File: src/rtl/mframe_pkg.sv
package mframe_pkg;

    localparam int unsigned DEF_BYTE_W     = 8;
    localparam int unsigned DEF_WORD_W     = 32;
    localparam int unsigned DEF_HIST_DEPTH = 3;
    localparam logic [7:0]  DEF_OPEN_CODE  = 8'h74;
    localparam logic [7:0]  DEF_CLOSE_CODE = 8'h78;

    typedef enum logic [0:0] {
        PS_HUNT    = 1'b0,
        PS_COLLECT = 1'b1
    } parse_state_t;

    typedef enum logic [1:0] {
        BK_IGNORE,
        BK_OPEN,
        BK_CLOSE,
        BK_DATA
    } byte_kind_t;

    function automatic byte_kind_t classify(
        input logic [7:0] b,
        input logic       vld,
        input logic [7:0] open_code,
        input logic [7:0] close_code
    );
        if (!vld)                 return BK_IGNORE;
        else if (b == open_code)  return BK_OPEN;
        else if (b == close_code) return BK_CLOSE;
        else                      return BK_DATA;
    endfunction

endpackage

File: src/rtl/mframe_parser.sv
module mframe_parser
    import mframe_pkg::*;
#(
    parameter int unsigned BYTE_W     = DEF_BYTE_W,
    parameter int unsigned WORD_W     = DEF_WORD_W,
    parameter logic [7:0]  OPEN_CODE  = DEF_OPEN_CODE,
    parameter logic [7:0]  CLOSE_CODE = DEF_CLOSE_CODE
) (
    input  logic              clk,
    input  logic              rst,
    input  logic [BYTE_W-1:0] in_byte,
    input  logic              in_vld,
    output logic [WORD_W-1:0] out_word,
    output logic              out_stb
);
    localparam int unsigned KEEP_W = WORD_W - BYTE_W;

    parse_state_t       st;
    logic [WORD_W-1:0]  acc;
    byte_kind_t         kind;

    always_comb kind = classify(in_byte, in_vld, OPEN_CODE, CLOSE_CODE);

    always_ff @(posedge clk) begin
        if (rst) begin
            st       <= PS_HUNT;
            acc      <= '0;
            out_word <= '0;
            out_stb  <= 1'b0;
        end else begin
            out_stb <= 1'b0;
            unique case (st)
                PS_HUNT: begin
                    if (kind == BK_OPEN) begin
                        st  <= PS_COLLECT;
                        acc <= '0;
                    end
                end
                PS_COLLECT: begin
                    unique case (kind)
                        BK_OPEN:  acc <= '0;
                        BK_CLOSE: begin
                            out_word <= acc;
                            out_stb  <= 1'b1;
                            st       <= PS_HUNT;
                        end
                        BK_DATA:  acc <= {acc[KEEP_W-1:0], in_byte};
                        default:  acc <= acc;
                    endcase
                end
                default: st <= PS_HUNT;
            endcase
        end
    end

    // a raw strobe is always caused by a valid close code in the previous cycle
    assert_raw_from_close_R7: assert property (@(posedge clk) disable iff (rst)
        out_stb |-> ($past(in_vld) && $past(in_byte) == CLOSE_CODE));

    // an idle input cycle leaves parser state and accumulator untouched
    assert_idle_no_effect_R2: assert property (@(posedge clk) disable iff (rst)
        !in_vld |=> ($stable(st) && $stable(acc) && !out_stb));

    // while hunting, a non-open byte keeps the parser hunting with no strobe
    assert_hunt_ignores_R3: assert property (@(posedge clk) disable iff (rst)
        (st == PS_HUNT && in_vld && in_byte != OPEN_CODE) |=> (st == PS_HUNT && !out_stb));

    // an open code always leaves an empty accumulator in collect state
    assert_open_clears_R4: assert property (@(posedge clk) disable iff (rst)
        (in_vld && in_byte == OPEN_CODE) |=> (st == PS_COLLECT && acc == '0));

    // a payload byte lands in the low byte of the accumulator
    assert_payload_low_R5: assert property (@(posedge clk) disable iff (rst)
        (st == PS_COLLECT && in_vld && in_byte != OPEN_CODE && in_byte != CLOSE_CODE)
        |=> (acc[BYTE_W-1:0] == $past(in_byte)));

endmodule

File: src/rtl/mframe_filter.sv
module mframe_filter
    import mframe_pkg::*;
#(
    parameter int unsigned WORD_W     = DEF_WORD_W,
    parameter int unsigned HIST_DEPTH = DEF_HIST_DEPTH
) (
    input  logic              clk,
    input  logic              rst,
    input  logic [WORD_W-1:0] new_word,
    input  logic              new_stb,
    output logic [WORD_W-1:0] pub_word,
    output logic              pub_stb
);
    localparam int unsigned OLDEST = HIST_DEPTH - 1;

    logic [HIST_DEPTH-1:0][WORD_W-1:0] hist;
    logic                              agree;

    always_comb agree = (new_word == hist[OLDEST]);

    generate
        for (genvar g = 0; g < HIST_DEPTH; g++) begin : g_stage
            always_ff @(posedge clk) begin
                if (rst) begin
                    hist[g] <= '0;
                end else if (new_stb) begin
                    if (g == 0) hist[g] <= new_word;
                    else        hist[g] <= hist[(g == 0) ? 0 : g - 1];
                end
            end
        end
    endgenerate

    always_ff @(posedge clk) begin
        if (rst) begin
            pub_word <= '0;
            pub_stb  <= 1'b0;
        end else begin
            pub_stb <= 1'b0;
            if (new_stb && agree) begin
                pub_word <= new_word;
                pub_stb  <= 1'b1;
            end
        end
    end

    // history moves only on a completed packet
    assert_hist_still_R8: assert property (@(posedge clk) disable iff (rst)
        !new_stb |=> $stable(hist[OLDEST]));

    // a publish pulse follows a raw strobe and carries that raw word
    assert_upd_after_raw_R9: assert property (@(posedge clk) disable iff (rst)
        pub_stb |-> ($past(new_stb) && pub_word == $past(new_word)));

    // without a publish pulse the published word holds
    assert_pub_holds_R9: assert property (@(posedge clk) disable iff (rst)
        !pub_stb |-> $stable(pub_word));

endmodule

File: src/rtl/mframe_word_filter.sv
module mframe_word_filter
    import mframe_pkg::*;
#(
    parameter int unsigned BYTE_W     = DEF_BYTE_W,
    parameter int unsigned WORD_W     = DEF_WORD_W,
    parameter int unsigned HIST_DEPTH = DEF_HIST_DEPTH,
    parameter logic [7:0]  OPEN_CODE  = DEF_OPEN_CODE,
    parameter logic [7:0]  CLOSE_CODE = DEF_CLOSE_CODE
) (
    input  logic              clk,
    input  logic              rst,
    input  logic [BYTE_W-1:0] rx_byte,
    input  logic              rx_valid,
    output logic [WORD_W-1:0] raw_word,
    output logic              raw_stb,
    output logic [WORD_W-1:0] word_out,
    output logic              word_upd
);
    mframe_parser #(
        .BYTE_W    (BYTE_W),
        .WORD_W    (WORD_W),
        .OPEN_CODE (OPEN_CODE),
        .CLOSE_CODE(CLOSE_CODE)
    ) u_parse (
        .clk     (clk),
        .rst     (rst),
        .in_byte (rx_byte),
        .in_vld  (rx_valid),
        .out_word(raw_word),
        .out_stb (raw_stb)
    );

    mframe_filter #(
        .WORD_W    (WORD_W),
        .HIST_DEPTH(HIST_DEPTH)
    ) u_filt (
        .clk     (clk),
        .rst     (rst),
        .new_word(raw_word),
        .new_stb (raw_stb),
        .pub_word(word_out),
        .pub_stb (word_upd)
    );

    // raw and publish strobes never coincide
    assert_strobes_apart_R9: assert property (@(posedge clk) disable iff (rst)
        $onehot0({raw_stb, word_upd}));

endmodule

File: config.mk
export PLATFORM = sky130hd
export DESIGN_NAME = mframe_word_filter
export DESIGN_NICKNAME = d
export VERILOG_FILES = /design/src/rtl/mframe_pkg.sv /design/src/rtl/mframe_parser.sv /design/src/rtl/mframe_filter.sv /design/src/rtl/mframe_word_filter.sv
export SDC_FILE = /design/constraint.sdc
export NUM_CORES = 1
export LEC_CHECK = 0
export BUFFER_PORTS_ARGS = -buffer_cell sky130_fd_sc_hd__buf_2
export CAP_MARGIN = 20
export CORE_ASPECT_RATIO = 0.5
export CORE_UTILIZATION = 40
export CTS_BUF_LIST = sky130_fd_sc_hd__clkbuf_8 sky130_fd_sc_hd__clkbuf_16
export DETAILED_ROUTE_END_ITERATION = 8
export PLACE_DENSITY = 0.68
export SLEW_MARGIN = 40
export SYNTH_ARGS = -nofsm -noshare
export SYNTH_HDL_FRONTEND = slang
export SYNTH_SLANG_ARGS = --single-unit
File: constraint.sdc
create_clock -name clk -period 4 [get_ports clk]
set_input_delay 0.4 -clock clk [delete_from_list [all_inputs] [get_ports clk]]
set_output_delay 0.4 -clock clk [all_outputs]
set_load 0.01 [all_outputs]
# Yosys cells after proc, flatten, opt, wreduce, memory -nomap -nowiden
# Cells that the tools add are included.
# word_totals
mem_bits_ro	0
output_inout_bits	66
n_memories	0
latch_bits	0
wordCells	33
regBits	195
mem_bits_rw	0
inputBits	11
# classes
n_bitwise	1
div	0
n_eq_ne	8
magnitude_cmp	0
multipliers	0
reduce_logical	4
n_addsub	0
mux	11
shifts	0
# op_table
cell	n
32-bit case mux with 2 select lines	2
32-bit equality test	1
32-bit two-way mux	1
8-bit by 7-bit equality test with 1-bit output (second input constant)	2
1-bit two-way mux	5
2-bit equality test (second input constant)	2
2-bit two-way mux	2
2-bit AND reduction	2
3-bit != test (second input constant)	1
2-bit by 1-bit equality test with 1-bit output (second input constant)	1
2-bit by 1-bit != test with 1-bit output (second input constant)	1
1-bit case mux with 2 select lines	1
2-bit OR reduction	1
1-bit logical AND	1
1-bit NOT	1

# Longest topological paths before layout
# Gate-level depths: netlist of the first run.
# logic_depth
depth_word	7
depth_mapped	7
depth_no_buf	5

# Hierarchy
# Synthesis of the first run repeated with hierarchy kept, for this count alone.
# hier_totals
hier_cells	662
hier_area_um2	7284.5
# modules_own_cells
mod	seq_area_each_um2	area_per_inst_um2	cells_each	instances
mframe_filter	2582.5	5172.5	496	1
mframe_parser	1321.3	2112.0	166	1

# Worst setup path after synthesis of the first run
# Ideal clock, no wire load.
# synth_timing
path_kind	in2reg
startpoint	input port rx_byte[7]
endpoint	register u_parse.out_word[10]
setup_slack_ns	2.270
required_time_ns	3.872
arrival_time_ns	1.602
path_buffers	2
setup_time_ns	0.128
cell_stages	7
path_cell_list	nand4b_1 nor3_2 nor4b_1 buf_2 buf_6 mux2i_1 nor2_1
# synth_between
elab_chain_len	6
elab_cells_between_ends	7
cone_classes	eq/ne: 3; mux: 3; reduce/logical: 1
# synth_lines
element	line	rtl
start, declared	mframe_word_filter.sv:12	input logic [BYTE_W-1:0] rx_byte,
8-bit by 7-bit equality test with 1-bit output	mframe_pkg.sv:29	else if (b == close_code) return BK_CLOSE;
1-bit two-way mux	mframe_pkg.sv:29	
2-bit two-way mux *	mframe_pkg.sv:28	else if (b == open_code) return BK_OPEN;
2-bit two-way mux *	mframe_pkg.sv:27	if (!vld) return BK_IGNORE;
2-bit equality test *	mframe_parser.sv:40	unique case (kind)
2-bit AND reduction (no line) *	--	
end signal, assigned	mframe_parser.sv:28	out_word <= '0;
end signal, assigned	mframe_parser.sv:43	out_word <= acc;
end, declared	mframe_parser.sv:13	output logic [WORD_W-1:0] out_word,
# Mark *: on every way between the ends. The rest lies on a longest branch, timed or not.
# A chain may end at the register's enable or synchronous reset.

# Worst setup path in the final report of the first run
# layout_timing
startpoint	register u_parse.out_stb
endpoint	output port raw_stb
# layout_rtl
element	line	rtl
start, declared	mframe_parser.sv:14	output logic out_stb
start signal, assigned	mframe_parser.sv:29	out_stb <= 1'b0;
start signal, assigned	mframe_parser.sv:31	out_stb <= 1'b0;
start signal, assigned	mframe_parser.sv:44	out_stb <= 1'b1;
end, declared	mframe_word_filter.sv:15	output logic raw_stb,
# No word-level cell between the ends.

==> results of run 1 <==
==> area by class of cell <==
type	count	area [sq um]
clock buffers	20	478
clock inverters	12	116
fillers	1712	9700
inverters	2	7.51
multi-input cells	505	3400
flip-flops and latches	195	3910
well taps	259	324
repair buffers	84	503
==> synth_stat cells (all sizes together) <==
cell	count
dfxtp	195
mux2i	160
nor2	131
nand2b	61
clkbuf	35
nand2	34
a21oi	33
nand3	32
xnor2	29
buf	17
nand4	10
xor2	4
or2b	3
inv	2
nor3	2
a211oi	1
a21o	1
nand4b	1
nor2b	1
nor4	1
nor4b	1
==> critical path, stage by stage (launching register included) <==
cell and delay [ps]:
dfxtp_4 720, buf_6 670, buf_2 260
==> cells by family after synthesis <==
family	count (synthesis)	share of synthesized area
AO/OA/AOI/OAI	35	0.0239
multiplexers	160	0.212
XOR/XNOR	33	0.0383
flip-flops	195	0.517
AND/OR/NAND/NOR	277	0.175
buffers and inverters	54	0.0341
==> flip-flops by register name (all words and copies together) (netlist names) <==
register	flops
u_filt.hist	96
u_filt.pub_word	32
u_parse.acc	32
u_parse.out_word	32
u_filt.pub_stb	1
u_parse.out_stb	1
u_parse.st	1
==> final timing paths <==
kind,startpoint,endpoint,slack [ps],depth (start not counted)
worst max-delay path,u_parse.out_stb,raw_stb,1500,2
worst max register to register,u_parse.out_word[18],u_filt.pub_word[6],1710,7
worst min-delay path,rx_byte[4],u_parse.acc[4],220,3
worst min register to register,u_parse.st,u_parse.st,460,2
==> cell usage in the layout (no fill, tap or decap), drive strengths merged <==
| cell | count |
|---|---|
| clkbuf | 20 |
| or2b | 3 |
| clkinvlp | 2 |
| xor2 | 4 |
| a21oi | 33 |
| dfxtp | 195 |
| clkinv | 4 |
| nand2 | 34 |
| nor4 | 1 |
| a211oi | 1 |
| inv | 7 |
| nor2b | 1 |
| bufinv | 1 |
| nor4b | 1 |
| nand2b | 61 |
| mux2i | 160 |
| nand4 | 10 |
| buf | 84 |
| nor2 | 131 |
| xnor2 | 29 |
| nand4b | 1 |
| nor3 | 2 |
| a21o | 1 |
| nand3 | 32 |
==> metal layers <==
layer,wire [um],GRT usage,share of wire,vias up
met5,0,0,0,-
met4,306,0.0625,0.019,0
met3,523,0.0258,0.033,23
met2,6760,0.243,0.43,92
met1,8310,0.243,0.52,2460
li1,-,-,-,2622
==> power breakdown <==
group	internal, mW	leakage [nW]	total (mW)	switching, mW
registers	1.94	1.57	1.94	0.0000745
clock network	0.940	0.289	1.70	0.757
logic	0.0166	1.39	0.0533	0.0367
==> summary.md, run 1 <==
| Metric | Value |
|---|---|
| Status | finished, violations left |
| Failing checks | design-rule violations |
| TritonCTS Sinks | slightly below 200 |
| Final hold vios | 0 |
| Final Util | 0.474 |
| Final Setup Violations | 0 |
| Worst vdd ir | between 0.2 and 0.3 mV |
| WP data arrival | 2100 ps |
| Die width | ~200 um |
| Deepest clock path buffer count | 2 |
| Via count | 5,197 |
| Post-Synthesis Cell Area | approximately 7500 sq um |
| Layout area overhead | 15.7% |
| Setup CP Type | flop to output pin |
| Total GRT Usage | 0.165 |
| CP Max Fanout | 64 |
| DP Cell Count | roughly 1,000 |
| Post-Layout Cell Count | ~1,100 |
| Die H | 99.1 um |
| Worst hold path class | input pin to flop |
| Pre-CTS setup slack | approximately 1700 ps |
| Pre-antenna DRT Iters | 6 |
| Clock slew seen by the registers of the worst setup and hold paths | 70 ps |
| Final clock skew | approximately 11 ps |
| Post-route cell area | 8740 sq um |
| Pins Over Slew Limit | 0 |
| CP endpoint kind | output pin |
| Worst-Skew Late Latency | around 430 ps |
| Remaining routing DRC violations | 2 |
| Synth top area cells | dfxtp_1 (52%), mux2i_1 (21%), nor2_1 (6.5%) |
| Number of antenna violations at the first check in global routing | 0 |
| Gpl congestion | roughly 0.75 |
| Final wirelength | 15,900 um |
| RSZ-0062 raised after global routing | no |
| Hold WS | between 200 and 250 ps |
| Slack of the critical path | 1500 ps |
| Postcts setup bufs | 0 |
| Sequential area share after synthesis | 0.517 |
| CTS Hold Bufs | 0 |
| Slew @ Worst Pin | roughly 760 ps |
| Synth unique cells | 24 |
| Ant. Diodes | 0 |
| Worst Path Required | 3600 ps |
| Initial Util | 0.410 |
| # rows | 35 |
| Max-slew headroom | 0.493 |
| Dpl cell area | between 8000 and 9000 sq um |
| CTS resizes | 0 |
| Core area | 18,400 sq um |
| Num CTS Buffers | 17 |
| Worst Setup Start Kind | flop |
| Vias per inst | 4.83 |
| Layout cell share with drive strength beyond 1 | 0.152 |
| Area leader, netlist | dfxtp_1 |
| CTS tree | yes |
| Total negative slack | 0 ps |
| Mapped Avg Cell Area | between 10 and 15 sq um |
| Hpwl dp | 10,500 um |
| Post-Syn Instances | about 750 |
| YS warnings | 0 |
| Post-synth net total | 765 |
| Vias in the first global route | 4,916 |
| First DRT Iteration DRCs | just over 400 |
| FMAX | around 400 MHz |
| Max Cap Viol | 0 |
| Leakage Power | about 3.2 nW |
| Post-route ant nets | 0 |
| PD cells | about 420 nW/um^2 |
| Root Driver | clkbuf_16 |
| First-pass GRT wire length | 25,500 um |
| H-tree levels | 4 |
| Top cell type's share of synthesized area | 0.517 |
| GRT Residual Overflow | 0 |
| Nets | approximately 820 |
| Port Buf Inserts | 76 |
| Post-layout minimum cycle time | 2500 ps |
| Design Power | about 3.7 mW |
| Die Area | 19,500 sq um |
| Pin count of the biggest net entering global routing | 107 |
| Period utilization | 0.625 |
| DR WL/cell | 14.8 um |
| # IOs | 77 |
| #FFs+latches synth | 195 |
Power figures use the tool's default switching activity.
==> run 2, diff against run 1 <==
PLACE_DENSITY = 0.7   (was 0.68)
clock period = 2.2 ns   (was 4 ns; I/O delays follow)
==> run 2 against run 1 <==
- the flow still finishes with violations (design-rule violations)
- critical endpoint is now u_filt.pub_word[2]
- first-iteration DRC count shrank 14%
- sequential power rose by 82%
- global-route usage increased by 0.61 points
- clock-buffer cell count is 2 lower
- via count is 0.73% higher
- routed wire length is 0.20% higher
- sequential cell count unchanged
- power grew 84%
==> summary.md, run 2 (same netlist as run 1, synthesis figures left out) <==
| Metric | Value |
|---|---|
| Status | finished, violations left |
| Failing checks | design-rule violations |
| Layout area overhead | 17.4% |
| WP data arrival | 2220 ps (+120 ps) |
| Number of antenna violations at the first check in global routing | 0 (unchanged) |
| Total negative slack | 0 ps (unchanged) |
| CP max stage delay | 380 ps (-340 ps) |
| Hold WS | 47.5 ps (-173 ps) |
| Vias in the first global route | 4,909 (-0.14%) |
| Number of flip-flops in the largest register | 96 (unchanged) |
| GRT Residual Overflow | 0 (unchanged) |
| Worst-Skew Late Latency | 430 ps (about the same) |
| Final wirelength | 15,900 um (+0.20%) |
| Leading cell type in the layout, fill and taps excluded | dfxtp_1 |
| Gr busiest metal | met2 |
| Fillers | 1,669 (-2.5%) |
| R2R depth | 6 (-1) |
| Reg-to-reg slack, setup | 300 ps (-1410 ps) |
| CP endpoint | u_filt.pub_word[2] |
| Hpwl dp | 10,700 um (+1.4%) |
| Die Area | 19,500 sq um (unchanged) |
| CTS Hold Bufs | 0 (unchanged) |
| DP Cell Count | 1,059 (+1.3%) |
| Worst hold path class | input pin to flop |
| Remaining routing DRC violations | 2 (unchanged) |
| First-pass GRT wire length | 26,200 um (+2.5%) |
| Die H | 99.1 um (unchanged) |
| Post-layout minimum cycle time | between 1500 and 2000 ps |
| Worst Path Required | 2520 ps (-1080 ps) |
| Core area | 18,400 sq um (unchanged) |
| Pre-antenna DRT Iters | 7 (+1) |
| PD cells | 765 nW/um^2 (+81%) |
| RSZ-0062 raised after global routing | no |
| Vias per inst | 4.80 (-0.56%) |
| Deepest clock path buffer count | 2 (unchanged) |
| CTS resizes | 0 (unchanged) |
| # IOs | 77 (unchanged) |
| Layout cell share with drive strength beyond 1 | 0.161 (+0.00947) |
| Met2 usage | 0.256 (+0.0125) |
| Clock slew seen by the registers of the worst setup and hold paths | 70 ps (about the same) |
| CP Max Fanout | 12 (-81%) |
| Via count | 5,235 (+0.73%) |
| Pins Over Slew Limit | 0 (unchanged) |
| Final Util | 0.481 (+0.00699) |
| Max Cap Viol | 0 (unchanged) |
| Worst vdd ir | 0.553 mV (+100%) |
| GR Util met3 | 0.0397 (+0.0139) |
| Final clock skew | 14.8 ps (+4.17 ps) |
| Gpl congestion | 0.778 (+4.3%) |
| Leakage Power | 3.33 nW (+2.5%) |
| Post-Layout Cell Count | 1,091 (+1.3%) |
| Port Buf Inserts | 76 (unchanged) |
| Multi-input logic area | 3400 sq um (about the same) |
| Commonest cells after routing, fill and taps aside | dfxtp_1 (194), mux2i_1 (160), nor2_1 (131) |
| Pre-CTS setup slack | 290 ps (-1410 ps) |
| Dpl cell area | 8260 sq um (+1.5%) |
| Ant. Diodes | 0 (unchanged) |
| Num CTS Buffers | 17 (unchanged) |
| DR WL/cell | 14.6 um (-1.1%) |
| Slack of the critical path | 300 ps (-1200 ps) |
| Postcts setup bufs | 0 (unchanged) |
| Setup CP Type | flop to flop |
| Post-route ant nets | 0 (unchanged) |
| Crit path launch | u_parse.out_word[7] |
| # rows | 35 (unchanged) |
| Total GRT Usage | 0.171 (+0.00608) |
| Post-route cell area | 8860 sq um (+1.5%) |
| Period utilization | 0.864 |
| Final Setup Violations | 0 (unchanged) |
| H-tree levels | 4 (unchanged) |
| R2R Path Start | u_parse.out_word[7] |
| CTS tree | yes |
| Crit-path slowest cell | nor4_2 |
| RR Endpoint | u_filt.pub_word[2] |
| Routing usage on met1 | 0.248 (+0.00417) |
| Slew @ Worst Pin | 650 ps (-111 ps) |
| Final hold vios | 0 (unchanged) |
| Design Power | 6.78 mW (+84%) |
| Die width | 196 um (unchanged) |
| Pin count of the biggest net entering global routing | 98 (-8.4%) |
| Critical path, cell by cell | xnor2_1, nand4_1, nor4_2, nand4_4, buf_4, mux2i_1 |
| TritonCTS Sinks | 195 (unchanged) |
| Initial Util | 0.410 (unchanged) |
| Most flop-heavy register | u_filt.hist |
| CP endpoint kind | flop |
| Worst Setup Start Kind | flop |
| Sequential Area | 3910 sq um (unchanged) |
| Max-slew headroom | 0.567 (+0.0739) |
| Nets | 830 (+1.7%) |
| Root Driver | clkbuf_16 |
| First DRT Iteration DRCs | 351 (-14%) |
| FMAX | 526 MHz |
[run 2: cell types whose count changed in the layout (fill, tap and decap cells not counted), sizes merged]
cell / delta
buf: +14
bufinv: +2
clkbuf: -2
clkinv: -1
inv: +1
[run 2: final cells by class]
type / instances / share of cell area
Sequential cell: 195 / 0.441
Timing Repair Buffer: 98 / 0.0707
Tap cell: 259 / 0.0366
Inverter: 2 / 0.000847
Clock inverter: 14 / 0.0182
Multi-Input combinational cell: 505 / 0.383
Clock buffer: 18 / 0.0495
[run 2: worst min path at each step]
stage                           from             end  cells past startpoint
final                     rx_byte[7]  u_parse.acc[7]                      3
after global routing      rx_byte[5]  u_parse.acc[5]                      3
after CTS                 rx_byte[6]  u_parse.acc[6]                      3
after detailed placement  u_parse.st      u_parse.st                      2
after global placement    u_parse.st      u_parse.st                      2
after floorplan           rx_byte[0]  u_parse.acc[0]                      2
[run 2: layer usage]
metal  wire (um)  vias up
met3         652       11
met4          89        0
met1        8090     2503
met2        7090       83
met5           0        -
li1            -     2638
[run 2: worst max-delay path: cells and delay by family, from the launching register on]
kind / cells / cell delay [ps]
flip-flops: 1 / 360
buffers and inverters: 1 / 250
multiplexers: 1 / 140
AND/OR/NAND/NOR: 3 / 740
XOR/XNOR: 1 / 290
[run 2: report_power, final]
group	switching (mW)	total [mW]	leakage [nW]	internal (mW)
combinational	0.0679	0.105	1.46	0.0374
clock	1.33	3.15	0.301	1.82
sequential	0.000134	3.53	1.57	3.53
